===== config.mk =====
export PLATFORM = sky130hd
export DESIGN_NAME = cfg_loader
export DESIGN_NICKNAME = d
export VERILOG_FILES = /design/src/rtl/cfg_loader_pkg.sv /design/src/rtl/cfg_sclk_div.sv /design/src/rtl/cfg_ee_master.sv /design/src/rtl/cfg_slave_cap.sv /design/src/rtl/cfg_loader.sv
export SDC_FILE = /design/constraint.sdc
export NUM_CORES = 1
export LEC_CHECK = 0
export ABC_AREA = 0
export ABC_CLOCK_PERIOD_IN_PS = 3400
export BUFFER_PORTS_ARGS = -buffer_cell sky130_fd_sc_hd__buf_2
export CELL_PAD_IN_SITES_DETAIL_PLACEMENT = 0
export CELL_PAD_IN_SITES_GLOBAL_PLACEMENT = 1
export CORE_ASPECT_RATIO = 0.9
export CORE_MARGIN = 2
export CORE_UTILIZATION = 40
export DETAILED_ROUTE_END_ITERATION = 16
export PLACE_DENSITY = 0.75
export RECOVER_POWER = 100
export SKIP_CTS_REPAIR_TIMING = 1
export SYNTH_ARGS = -nofsm -noshare
export SYNTH_HDL_FRONTEND = slang
export SYNTH_SLANG_ARGS = --single-unit
export TNS_END_PERCENT = 1

===== constraint.sdc =====
create_clock -name clk_i -period 3.4 [get_ports clk_i]
set_clock_uncertainty 0.05 [all_clocks]
set_input_delay 0.51 -clock clk_i [delete_from_list [all_inputs] [get_ports clk_i]]
set_output_delay 0.51 -clock clk_i [all_outputs]
set_load 0.05 [all_outputs]

===== src/rtl/cfg_loader_pkg.sv =====
package cfg_loader_pkg;
  typedef enum logic [1:0] {
    BOOT_WIRED  = 2'b00,
    BOOT_SLAVE  = 2'b01,
    BOOT_MASTER = 2'b10
  } boot_mode_e;

  localparam int unsigned WORD_W = 16;
  localparam int unsigned CMD_W  = 9;
  localparam int unsigned ADDR_W = 6;

  function automatic boot_mode_e decode_mode(input logic [1:0] m);
    if (m[1])      return BOOT_MASTER;
    else if (m[0]) return BOOT_SLAVE;
    else           return BOOT_WIRED;
  endfunction
endpackage


===== src/rtl/cfg_sclk_div.sv =====
module cfg_sclk_div #(
  parameter int unsigned HALF = 250
) (
  input  logic clk_i,
  input  logic rst_ni,
  input  logic en_i,
  output logic tick_o
);
  localparam int unsigned CNT_W = (HALF > 2) ? $clog2(HALF) : 1;
  logic [CNT_W-1:0] cnt_q;

  assign tick_o = en_i && (cnt_q == CNT_W'(HALF - 1));

  always_ff @(posedge clk_i or negedge rst_ni) begin
    if (!rst_ni)     cnt_q <= '0;
    else if (!en_i)  cnt_q <= '0;
    else if (tick_o) cnt_q <= '0;
    else             cnt_q <= cnt_q + 1'b1;
  end
endmodule


===== src/rtl/cfg_ee_master.sv =====
module cfg_ee_master
  import cfg_loader_pkg::*;
#(
  parameter int unsigned       HALF    = 250,
  parameter logic [ADDR_W-1:0] EE_ADDR = '0
) (
  input  logic              clk_i,
  input  logic              rst_ni,
  input  logic              start_i,
  input  logic              din_i,
  output logic              sclk_o,
  output logic              cs_o,
  output logic              cmd_o,
  output logic [WORD_W-1:0] word_o,
  output logic              done_o
);
  localparam int unsigned TOTAL = CMD_W + WORD_W;
  localparam int unsigned PW    = $clog2(TOTAL + 1);

  logic              run_q, fin_q, sclk_q, cs_q, tick;
  logic [PW-1:0]     pulses_q;
  logic [CMD_W-1:0]  cmd_q;
  logic [WORD_W-1:0] sh_q;

  cfg_sclk_div #(.HALF(HALF)) u_div (
    .clk_i(clk_i), .rst_ni(rst_ni), .en_i(run_q), .tick_o(tick)
  );

  always_ff @(posedge clk_i or negedge rst_ni) begin
    if (!rst_ni) begin
      run_q <= 1'b0; fin_q <= 1'b0; sclk_q <= 1'b0; cs_q <= 1'b0;
      pulses_q <= '0; cmd_q <= '0; sh_q <= '0;
    end else if (start_i && !run_q && !fin_q) begin
      run_q <= 1'b1;
      cs_q  <= 1'b1;
      cmd_q <= {1'b1, 2'b10, EE_ADDR};
    end else if (run_q && tick) begin
      if (!sclk_q) begin
        sclk_q <= 1'b1;
      end else begin
        // falling edge: data is long valid, command advances
        sclk_q   <= 1'b0;
        pulses_q <= pulses_q + 1'b1;
        cmd_q    <= {cmd_q[CMD_W-2:0], 1'b0};
        if (pulses_q >= PW'(CMD_W)) sh_q <= {din_i, sh_q[WORD_W-1:1]};
        if (pulses_q == PW'(TOTAL - 1)) begin
          run_q <= 1'b0;
          cs_q  <= 1'b0;
          fin_q <= 1'b1;
        end
      end
    end
  end

  assign sclk_o = sclk_q;
  assign cs_o   = cs_q;
  assign cmd_o  = run_q & cmd_q[CMD_W-1];
  assign word_o = sh_q;
  assign done_o = fin_q;

  p_clk_idle_r9: assert property (@(posedge clk_i) disable iff (!rst_ni)
    !cs_o |-> !sclk_o);
  p_cmd_stable_r4: assert property (@(posedge clk_i) disable iff (!rst_ni)
    sclk_o |=> (!sclk_o || $stable(cmd_o)));
  p_no_restart_r9: assert property (@(posedge clk_i) disable iff (!rst_ni)
    done_o |=> !cs_o);
endmodule


===== src/rtl/cfg_slave_cap.sv =====
module cfg_slave_cap
  import cfg_loader_pkg::*;
(
  input  logic              clk_i,
  input  logic              rst_ni,
  input  logic              en_i,
  input  logic              sclk_i,
  input  logic              din_i,
  output logic [WORD_W-1:0] word_o,
  output logic              done_o
);
  localparam int unsigned CW = $clog2(WORD_W + 1);

  logic [2:0]        clk_s_q;
  logic [1:0]        din_s_q;
  logic [CW-1:0]     cnt_q;
  logic [WORD_W-1:0] sh_q;
  logic              rise;

  assign rise = clk_s_q[1] & ~clk_s_q[2];

  always_ff @(posedge clk_i or negedge rst_ni) begin
    if (!rst_ni) begin
      clk_s_q <= '0; din_s_q <= '0; cnt_q <= '0; sh_q <= '0;
    end else begin
      clk_s_q <= {clk_s_q[1:0], sclk_i};
      din_s_q <= {din_s_q[0], din_i};
      if (en_i && rise && (cnt_q < CW'(WORD_W))) begin
        sh_q  <= {din_s_q[1], sh_q[WORD_W-1:1]};
        cnt_q <= cnt_q + 1'b1;
      end
    end
  end

  assign word_o = sh_q;
  assign done_o = (cnt_q == CW'(WORD_W));

  p_cnt_cap_r6: assert property (@(posedge clk_i) disable iff (!rst_ni)
    cnt_q <= CW'(WORD_W));
  p_word_hold_r6: assert property (@(posedge clk_i) disable iff (!rst_ni)
    done_o |=> $stable(word_o));
endmodule


===== src/rtl/cfg_loader.sv =====
module cfg_loader
  import cfg_loader_pkg::*;
#(
  parameter int unsigned       CLK_HALF = 250,
  parameter logic [ADDR_W-1:0] EE_ADDR  = '0
) (
  input  logic       clk_i,
  input  logic       rst_ni,
  input  logic [1:0] mode_i,
  input  logic       ser_clk_i,
  input  logic       ser_din_i,
  output logic       ser_clk_o,
  output logic       ser_cs_o,
  output logic       ser_cmd_o,
  output logic [4:0] phy_addr_o,
  output logic       iso_dis_o,
  output logic       repeater_o,
  output logic       done_o
);
  boot_mode_e        mode_q;
  logic              sampled_q, done_q;
  logic [4:0]        phy_q;
  logic              iso_q, rep_q;
  logic [WORD_W-1:0] m_word, s_word, sel_word;
  logic              m_done, s_done, sel_done;
  logic              unused_bits;

  always_ff @(posedge clk_i or negedge rst_ni) begin
    if (!rst_ni) begin
      sampled_q <= 1'b0;
      mode_q    <= BOOT_WIRED;
    end else if (!sampled_q) begin
      sampled_q <= 1'b1;
      mode_q    <= decode_mode(mode_i);
    end
  end

  cfg_ee_master #(.HALF(CLK_HALF), .EE_ADDR(EE_ADDR)) u_master (
    .clk_i(clk_i), .rst_ni(rst_ni),
    .start_i(sampled_q && (mode_q == BOOT_MASTER)),
    .din_i(ser_din_i), .sclk_o(ser_clk_o), .cs_o(ser_cs_o),
    .cmd_o(ser_cmd_o), .word_o(m_word), .done_o(m_done)
  );

  cfg_slave_cap u_slave (
    .clk_i(clk_i), .rst_ni(rst_ni),
    .en_i(sampled_q && (mode_q == BOOT_SLAVE)),
    .sclk_i(ser_clk_i), .din_i(ser_din_i),
    .word_o(s_word), .done_o(s_done)
  );

  always_comb begin
    unique case (mode_q)
      BOOT_MASTER: begin sel_done = m_done; sel_word = m_word; end
      BOOT_SLAVE:  begin sel_done = s_done; sel_word = s_word; end
      default:     begin sel_done = 1'b1;   sel_word = '0;     end
    endcase
  end

  assign unused_bits = ^{sel_word[10:8], sel_word[5:0]};

  always_ff @(posedge clk_i or negedge rst_ni) begin
    if (!rst_ni) begin
      done_q <= 1'b0; phy_q <= '0; iso_q <= 1'b0; rep_q <= 1'b0;
    end else if (sampled_q && !done_q && sel_done) begin
      done_q <= 1'b1;
      phy_q  <= sel_word[15:11];
      iso_q  <= sel_word[7];
      rep_q  <= sel_word[6];
    end
  end

  assign phy_addr_o = phy_q;
  assign iso_dis_o  = iso_q;
  assign repeater_o = rep_q;
  assign done_o     = done_q;

  p_mode_hold_r1: assert property (@(posedge clk_i) disable iff (!rst_ni)
    sampled_q |=> $stable(mode_q));
  p_defaults_r8: assert property (@(posedge clk_i) disable iff (!rst_ni)
    !done_o |-> (phy_addr_o == 5'd0 && !iso_dis_o && !repeater_o));
  p_done_sticky_r8: assert property (@(posedge clk_i) disable iff (!rst_ni)
    done_o |=> done_o);
  p_frozen_r8: assert property (@(posedge clk_i) disable iff (!rst_ni)
    done_o |=> ($stable(phy_addr_o) && $stable(iso_dis_o) && $stable(repeater_o)));
  p_wired_quiet_r2: assert property (@(posedge clk_i) disable iff (!rst_ni)
    (sampled_q && mode_q == BOOT_WIRED) |-> !ser_cs_o);
endmodule


==> flow_summary_export.csv, run 1 <==
group,metric,value,unit
place,pre_cts_ws,1.397,ns
clock_network,cts.clk_slew.worst_paths,0.06,ns
logic_synthesis,synth_edf_count,0,
place,io_buffers,16,
sta,worst_pin_slew,1.849,ns
layout,n_antenna_cell,0,
logic_synthesis,ys_dominant_reg_cell,"dfrtp_1",
sta,setup_viol,0,
setup_path,crit_slowest_cell,"o21ai_1",
hold_path,hp-class,"input port to register",
die,fp.coreArea,6182,um^2
power_and_ir_drop,clockPowerShare,0.339,
setup_path,crit_path_max_incr_delay,0.70,ns
clock_network,cts_sinks,59,
layout,finalInstanceArea,2826,um^2
sta,final_hold_viol_count,0,
die,rows,27,
route,vias_per_cell,4.650,
sta,timing.final.crit_share,0.6943,
die,initial_core_util,0.4161,
layout,nets,255,
layout,drive_gt1_frac,0.1516,
logic_synthesis,synth_cell_types,36,
global_routing,grt-ovfl-total,0,
setup_path,worstPathRequired,3.57,ns
power_and_ir_drop,switching_share,0.2815,
global_routing,grt_pass1_vias,1540,
clock_network,clk_latency,0.34,ns
route,ant_nets,0,
logic_synthesis,ys_async_sr_fraction,1.000,
logic_synthesis,avgSynthCellArea,11.75,um^2
logic_synthesis,synth_commonest_cells,"dfrtp_1, nand2_1, nor2_1",
die,die_w,88.53,um
setup_path,endpoint_kind,"register",
route,vias,1539,
setup_path,crit_family,"compound AO/OA/AOI/OAI gates",
setup_path,worst-setup-path-type,"register to register",
layout,stdcell_count,331,
place,dp.cells,316,
logic_synthesis,ys_ff_latch,59,
logic_synthesis,ys_seq_area_frac,0.5739,
power_and_ir_drop,seq_power_share,0.531,
sta,max_freq,423.6,MHz
route,drc,0,
sta,drv_slew,37,
power_and_ir_drop,combPwrFrac,0.130,
route,wl_per_cell,12.81,um
global_routing,antenna_found_initial,0,
global_routing,grt_pass1_wl,7355,um
sta,rsz0062_at_grt,"no",
global_routing,grt_start_max_net_pins,37,
sta,relSlewSlack,-0.2327,
logic_synthesis,synth.area.top_cells,"dfrtp_1, mux2_4, nand2_1",
setup_path,critPathMaxFanout,10,
logic_synthesis,syn_inst,219,
setup_path,cp_cell_sequence,"inv_1 -> ha_1 -> o41a_1 -> o21ai_1 -> mux2_2",
logic_synthesis,syn-num-nets,234,
die,die_y,80.08,um
run,maxCapViolCount,1,
sta,fin_setup_tns,0,ns
die,io_pins,17,
sta,setup_slack,1.039,ns
logic_synthesis,synth_area_leader_cell,"dfrtp_1",
place,place_congestion,0.7099,
power_and_ir_drop,p_int,1.109,mW
sta,fin_crit,2.361,ns
power_and_ir_drop,switching_power,0.4345,mW
logic_synthesis,synth.most_common_cell,"dfrtp_1",
die,die_area,7089,um^2
outcome,violations,"max-capacitance violations, max-slew violations",
route,first_pass_iters,4,
clock_network,tritoncts,"built",
place,placed_area,2741,um^2
logic_synthesis,synth.cell_area,2572,um^2
layout,areaGrowthSynthToFinish,9.874,%
sta,hold_slack,0.2218,ns
logic_synthesis,synth_top_area_frac,0.5739,
setup_path,arrival,2.53,ns
clock_network,clockBufferDepth,2,
setup_path,startpoint_type,"register",
global_routing,gr-usage-all-layers,0.1427,
power_and_ir_drop,p_leak,1.360,nW
setup_path,critPathBufInv,1,
route,drt_iter0_drc,101,
power_and_ir_drop,peakVddDrop,0.3720,mV
clock_network,root_buffer,"clkbuf_8",
place,hpwl,2893,um
clock_network,htreeDepth,3,
clock_network,cts_buffers,9,
outcome,status,"complete, but fails checks",
power_and_ir_drop,p_per_area,546.1,nW/um^2
logic_synthesis,yosysWarnings,0,
route,drt_wl_total,4239,um
power groups by stage:
| stage | clock network, mW | logic (mW) | registers [mW] |
|---|---|---|---|
| after floorplan | 0 | 0.149 | 0.837 |
| final | 0.524 | 0.200 | 0.819 |
| after global placement | 0 | 0.216 | 0.834 |
| after global routing | 0.584 | 0.232 | 0.831 |
| after CTS | 0.548 | 0.217 | 0.822 |
| after detailed placement | 0 | 0.216 | 0.834 |
worst reg2reg max path: stages, from the launching register on:
cell and delay [ns]:
dfrtp_1 0.39, inv_1 0.09, ha_1 0.18, o41a_1 0.41, o21ai_1 0.70, mux2_2 0.42
registers in the layout, indices dropped and copies added, names as in the netlist:
name / flops
u_master.word_o: 10
repeater_o: 1
iso_dis_o: 1
u_master.run_q: 1
phy_addr_o: 5
u_master.sclk_o: 1
u_slave.clk_s_q: 3
u_master.u_div.cnt_q: 8
u_slave.din_s_q: 2
u_master.cmd_q: 2
u_master.done_o: 1
u_slave.cnt_q: 5
u_slave.word_o: 10
u_master.pulses_q: 5
mode_q: 2
done_o: 1
sampled_q: 1
final cells by class:
| class | instances | area, um^2 |
|---|---|---|
| fillers | 606 | 3356 |
| flip-flops and latches | 59 | 1476 |
| multi-input cells | 144 | 978.4 |
| clock buffers | 12 | 145.1 |
| well taps | 87 | 108.9 |
| repair buffers | 17 | 68.82 |
| inverters | 9 | 33.78 |
| clock inverters | 3 | 15.01 |
worst paths after layout:
check | slack (ns) | end | start | cells past startpoint
setup / recovery | 1.04 | u_master.word_o[7] | u_master.pulses_q[1] | 5
hold / removal | 0.22 | u_slave.clk_s_q[0] | ser_clk_i | 1
setup reg to reg | 1.04 | u_master.word_o[7] | u_master.pulses_q[1] | 5
hold reg to reg | 0.29 | u_slave.din_s_q[1] | u_slave.din_s_q[0] | 0
max in group asynchronous | 1.25 | u_slave.word_o[10] | rst_ni | 2
min in group asynchronous | 0.62 | u_master.u_div.cnt_q[0] | rst_ni | 1
cells in the final DEF, fill, tap and decap left out, types with 7 or more instances in the layout:
| cell | instances |
|---|---|
| mux2_2 | 15 |
| clkbuf_8 | 10 |
| dfrtp_1 | 59 |
| inv_1 | 9 |
| a22oi_1 | 7 |
| nor2_1 | 19 |
| nand2_1 | 38 |
| clkbuf_1 | 15 |
| o21ai_0 | 7 |
| xnor2_1 | 8 |
| ha_1 | 9 |
through the flow:
step,utilization,power (mW)
2_1_floorplan,-,0.9861
3_3_place_gp,0.4434,1.049
3_5_place_dp,0.4434,1.050
4_1_cts,0.4693,1.587
5_1_grt,0.4572,1.647
6_report,0.4572,1.544
per-layer routing:
metal / up-vias / routed length, um / track usage
li1: 782 / - / -
met1: 725 / 2185 / 0.1966
met2: 26 / 1771 / 0.1865
met3: 6 / 194 / 0.06989
met4: 0 / 87 / 0.06364
met5: - / 0 / 0
logic make-up (layout without fill, tap and decap cells):
family	Yosys count	in the layout	share of synthesized area
AO/OA/AOI/OAI	25	25	0.07150
XOR/XNOR	11	11	0.03745
adder cells (fa/ha/maj)	9	9	0.04378
buffers and inverters	16	41	0.02383
flip-flops	59	59	0.5739
multiplexers	18	18	0.09339
other	1	1	0.001458
AND/OR/NAND/NOR	80	80	0.1547
Power figures use the tool's default switching activity.
==> inputs of run 2 (changes only) <==
--- a/config.mk
+++ b/config.mk
@@ -5,8 +5,8 @@
 export SDC_FILE = /design/constraint.sdc
 export NUM_CORES = 1
 export LEC_CHECK = 0
-export ABC_AREA = 0
-export ABC_CLOCK_PERIOD_IN_PS = 3400
+export ABC_AREA = 1
+export ABC_CLOCK_PERIOD_IN_PS = 1900
 export BUFFER_PORTS_ARGS = -buffer_cell sky130_fd_sc_hd__buf_2
 export CELL_PAD_IN_SITES_DETAIL_PLACEMENT = 0
 export CELL_PAD_IN_SITES_GLOBAL_PLACEMENT = 1
@@ -14,7 +14,7 @@
 export CORE_MARGIN = 2
 export CORE_UTILIZATION = 40
 export DETAILED_ROUTE_END_ITERATION = 16
-export PLACE_DENSITY = 0.75
+export PLACE_DENSITY = 0.8
 export RECOVER_POWER = 100
 export SKIP_CTS_REPAIR_TIMING = 1
 export SYNTH_ARGS = -nofsm -noshare
==> constraint.sdc (replaced) <==
create_clock -name clk_i -period 1.9 [get_ports clk_i]
set_clock_uncertainty 0.05 [all_clocks]
set_input_delay 0.285 -clock clk_i [delete_from_list [all_inputs] [get_ports clk_i]]
set_output_delay 0.285 -clock clk_i [all_outputs]
set_load 0.05 [all_outputs]
==> run 2 against run 1 <==
The run now ends clean. Cell count is 24% higher. Global-route usage is 0.30 points higher. Utilization is 1.2 points higher. First-iteration DRC count is 27% lower.
==> flow_summary_export.csv, run 2 <==
group,metric,value,unit
die,die_y,81.13,um
sta,relSlewSlack,0.1913,
setup_path,startpoint_type,"register",
logic_synthesis,syn-num-nets,305,
setup_path,rr_worst_depth,9,
route,met2RoutedLength,2055,um
sta,rsz0062_at_grt,"no",
layout,nets,333,
layout,drive_gt1_frac,0.1025,
setup_path,cpMostUsedCell,"nand2_1",
logic_synthesis,synth.most_common_cell,"nand2_1",
logic_synthesis,yosysWarnings,0,
route,wl_per_cell,11.25,um
logic_synthesis,synth_commonest_cells,"nand2_1, dfrtp_1, inv_1",
clock_network,htreeDepth,3,
sta,hold_slack,0.03757,ns
layout,n_antenna_cell,0,
setup_path,worst-setup-path-type,"register to register",
global_routing,grt-ovfl-total,0,
logic_synthesis,synth.cell_area,2644,um^2
logic_synthesis,ys_dominant_reg_cell,"dfrtp_1",
power_and_ir_drop,switching_share,0.3065,
sta,fin_setup_tns,0,ns
route,first_pass_iters,4,
clock_network,root_buffer,"clkbuf_8",
setup_path,startpoint,"u_master.u_div.cnt_q[1]",
logic_synthesis,ys_ff_latch,59,
route,drc,0,
setup_path,critPathCapture,"u_master.word_o[9]",
clock_network,cts.clk_slew.worst_paths,0.06,ns
power_and_ir_drop,peakVddDrop,0.6307,mV
sta,fin_crit,1.666,ns
sta,worst_pin_slew,1.213,ns
route,routed.top_layer,"met4",
setup_path,critPathMaxFanout,13,
route,vias_per_cell,4.512,
die,fp.coreArea,6481,um^2
clock_network,tritoncts,"built",
logic_synthesis,synth_top_area_frac,0.5584,
setup_path,r2r_slack,0.23,ns
route,ant_nets,0,
clock_network,cts_sinks,59,
route,vias,1859,
setup_path,endpoint_kind,"register",
setup_path,crit_slowest_cell,"dfrtp_1",
route,drt_wl_total,4637,um
logic_synthesis,synth_edf_count,0,
global_routing,antenna_found_initial,0,
place,io_buffers,16,
route,drt_iter0_drc,74,
die,die_area,7277,um^2
setup_path,crit_path_max_incr_delay,0.39,ns
power_and_ir_drop,switching_power,0.9661,mW
outcome,status,"complete, no violations",
hold_path,hp-class,"input port to register",
sta,max_freq,600.3,MHz
place,hpwl,3290,um
route,wl_met1,2377,um
global_routing,grt_pass1_wl,8004,um
global_routing,grt_pass1_vias,1791,
die,rows,28,
logic_synthesis,synth_cell_types,25,
layout,stdcell_count,412,
clock_network,cts_buffers,9,
place,place_congestion,0.7666,
power_and_ir_drop,p_int,2.186,mW
route,met3WireLength,169,um
run,maxCapViolCount,0,
power_and_ir_drop,clockPowerShare,0.324,
setup_path,cp_cell_sequence,"inv_1 -> ha_1 -> nand2_1 -> nor2_1 -> nand2_4 -> nor2_8 -> nand2_2 -> nand2_1 -> nand2_1",
logic_synthesis,avgSynthCellArea,9.117,um^2
die,die_w,89.70,um
die,initial_core_util,0.4079,
layout,layout_common_cells,"nand2_1, dfrtp_1, inv_1",
place,dp.cells,395,
setup_path,worstReg2RegEnd,"u_master.word_o[9]",
sta,timing.final.crit_share,0.8768,
clock_network,clockBufferDepth,2,
global_routing,grt_start_max_net_pins,26,
setup_path,worstPathRequired,2.07,ns
clock_network,clk_latency,0.33,ns
sta,setup_slack,0.2342,ns
sta,drv_slew,0,
layout,final_common_cell,"nand2_1",
power_and_ir_drop,p_per_area,1037,nW/um^2
setup_path,arrival,1.84,ns
logic_synthesis,ys_seq_area_frac,0.5584,
power_and_ir_drop,p_leak,1.580,nW
logic_synthesis,synth_area_leader_cell,"dfrtp_1",
place,pre_cts_ws,0.3117,ns
die,io_pins,17,
power_and_ir_drop,combPwrFrac,0.182,
sta,setup_viol,0,
layout,nFillCells,656,
setup_path,rr_startpoint,"u_master.u_div.cnt_q[1]",
logic_synthesis,ys_async_sr_fraction,1.000,
global_routing,gr-usage-all-layers,0.1456,
logic_synthesis,synth.area.top_cells,"dfrtp_1, nand2_1, nand3_1",
layout,areaGrowthSynthToFinish,14.95,%
logic_synthesis,syn_inst,290,
power_and_ir_drop,seq_power_share,0.494,
sta,final_hold_viol_count,0,
-- run 2: worst max-delay path, delay by kind of cell (launching register included) --
family        cells  cell delay (ns)
simple gates      7             0.93
flops             1             0.39
fa+ha+maj         1             0.13
buf+inv           1             0.06
-- run 2: power groups by stage --
stage	Clock [mW]	Sequential [mW]	Combinational, mW
2_1_floorplan	0	1.64	0.348
3_3_place_gp	0	1.57	0.577
3_5_place_dp	0	1.58	0.590
4_1_cts	1.06	1.56	0.593
5_1_grt	1.12	1.58	0.664
6_report	1.02	1.56	0.575
-- run 2: logic make-up (layout without fill, tap and decap cells) --
logic type / count (synthesis) / count (layout) / share of synthesized area
adders and majority gates: 9 / 9 / 0.04259
xor gates and xnor gates: 8 / 8 / 0.02650
DFF: 59 / 59 / 0.5584
AOI/OAI and AO/OA: 30 / 30 / 0.05868
buffers and inverters: 39 / 71 / 0.06436
and+or+nand+nor: 144 / 144 / 0.2480
other: 1 / 1 / 0.001418
-- run 2: worst min path at each step --
stage | start | end | slack [ns] | cells after the start
2_1_floorplan | rst_ni | done_o | -0.06 | 0
3_3_place_gp | rst_ni | u_slave.clk_s_q[2] | 0.23 | 1
3_5_place_dp | rst_ni | u_slave.clk_s_q[1] | 0.23 | 1
4_1_cts | rst_ni | u_master.u_div.cnt_q[4] | -0.14 | 1
5_1_grt | ser_din_i | u_slave.din_s_q[0] | 0.03 | 1
6_report | ser_din_i | u_slave.din_s_q[0] | 0.04 | 1
-- run 2: area by class of cell --
class                           count  area (um^2)  share of cell area
Clock buffer                       13        168.9             0.05558
Clock inverter                      2        10.01            0.003294
Inverter                           31        116.4             0.03829
Multi-Input combinational cell    192        992.2              0.3265
Sequential cell                    59         1476              0.4858
Tap cell                           90        112.6             0.03705
Timing Repair Buffer               25        162.7             0.05352
-- run 2: metrics by stage --
| stage | power (mW) | instance area [um^2] | util |
|---|---|---|---|
| after floorplan | 1.990 | 2644 | - |
| after global placement | 2.151 | 2860 | 0.4413 |
| after detailed placement | 2.170 | 2860 | 0.4413 |
| after CTS | 3.210 | 3039 | 0.4689 |
| after global routing | 3.372 | 3039 | 0.4689 |
| final | 3.152 | 3039 | 0.4689 |
-- run 2: per-layer routing --
layer,GRT usage,up-vias
met5,0,-
met3,0.06098,6
met1,0.1911,851
li1,-,976
met4,0.05373,0
met2,0.2147,26
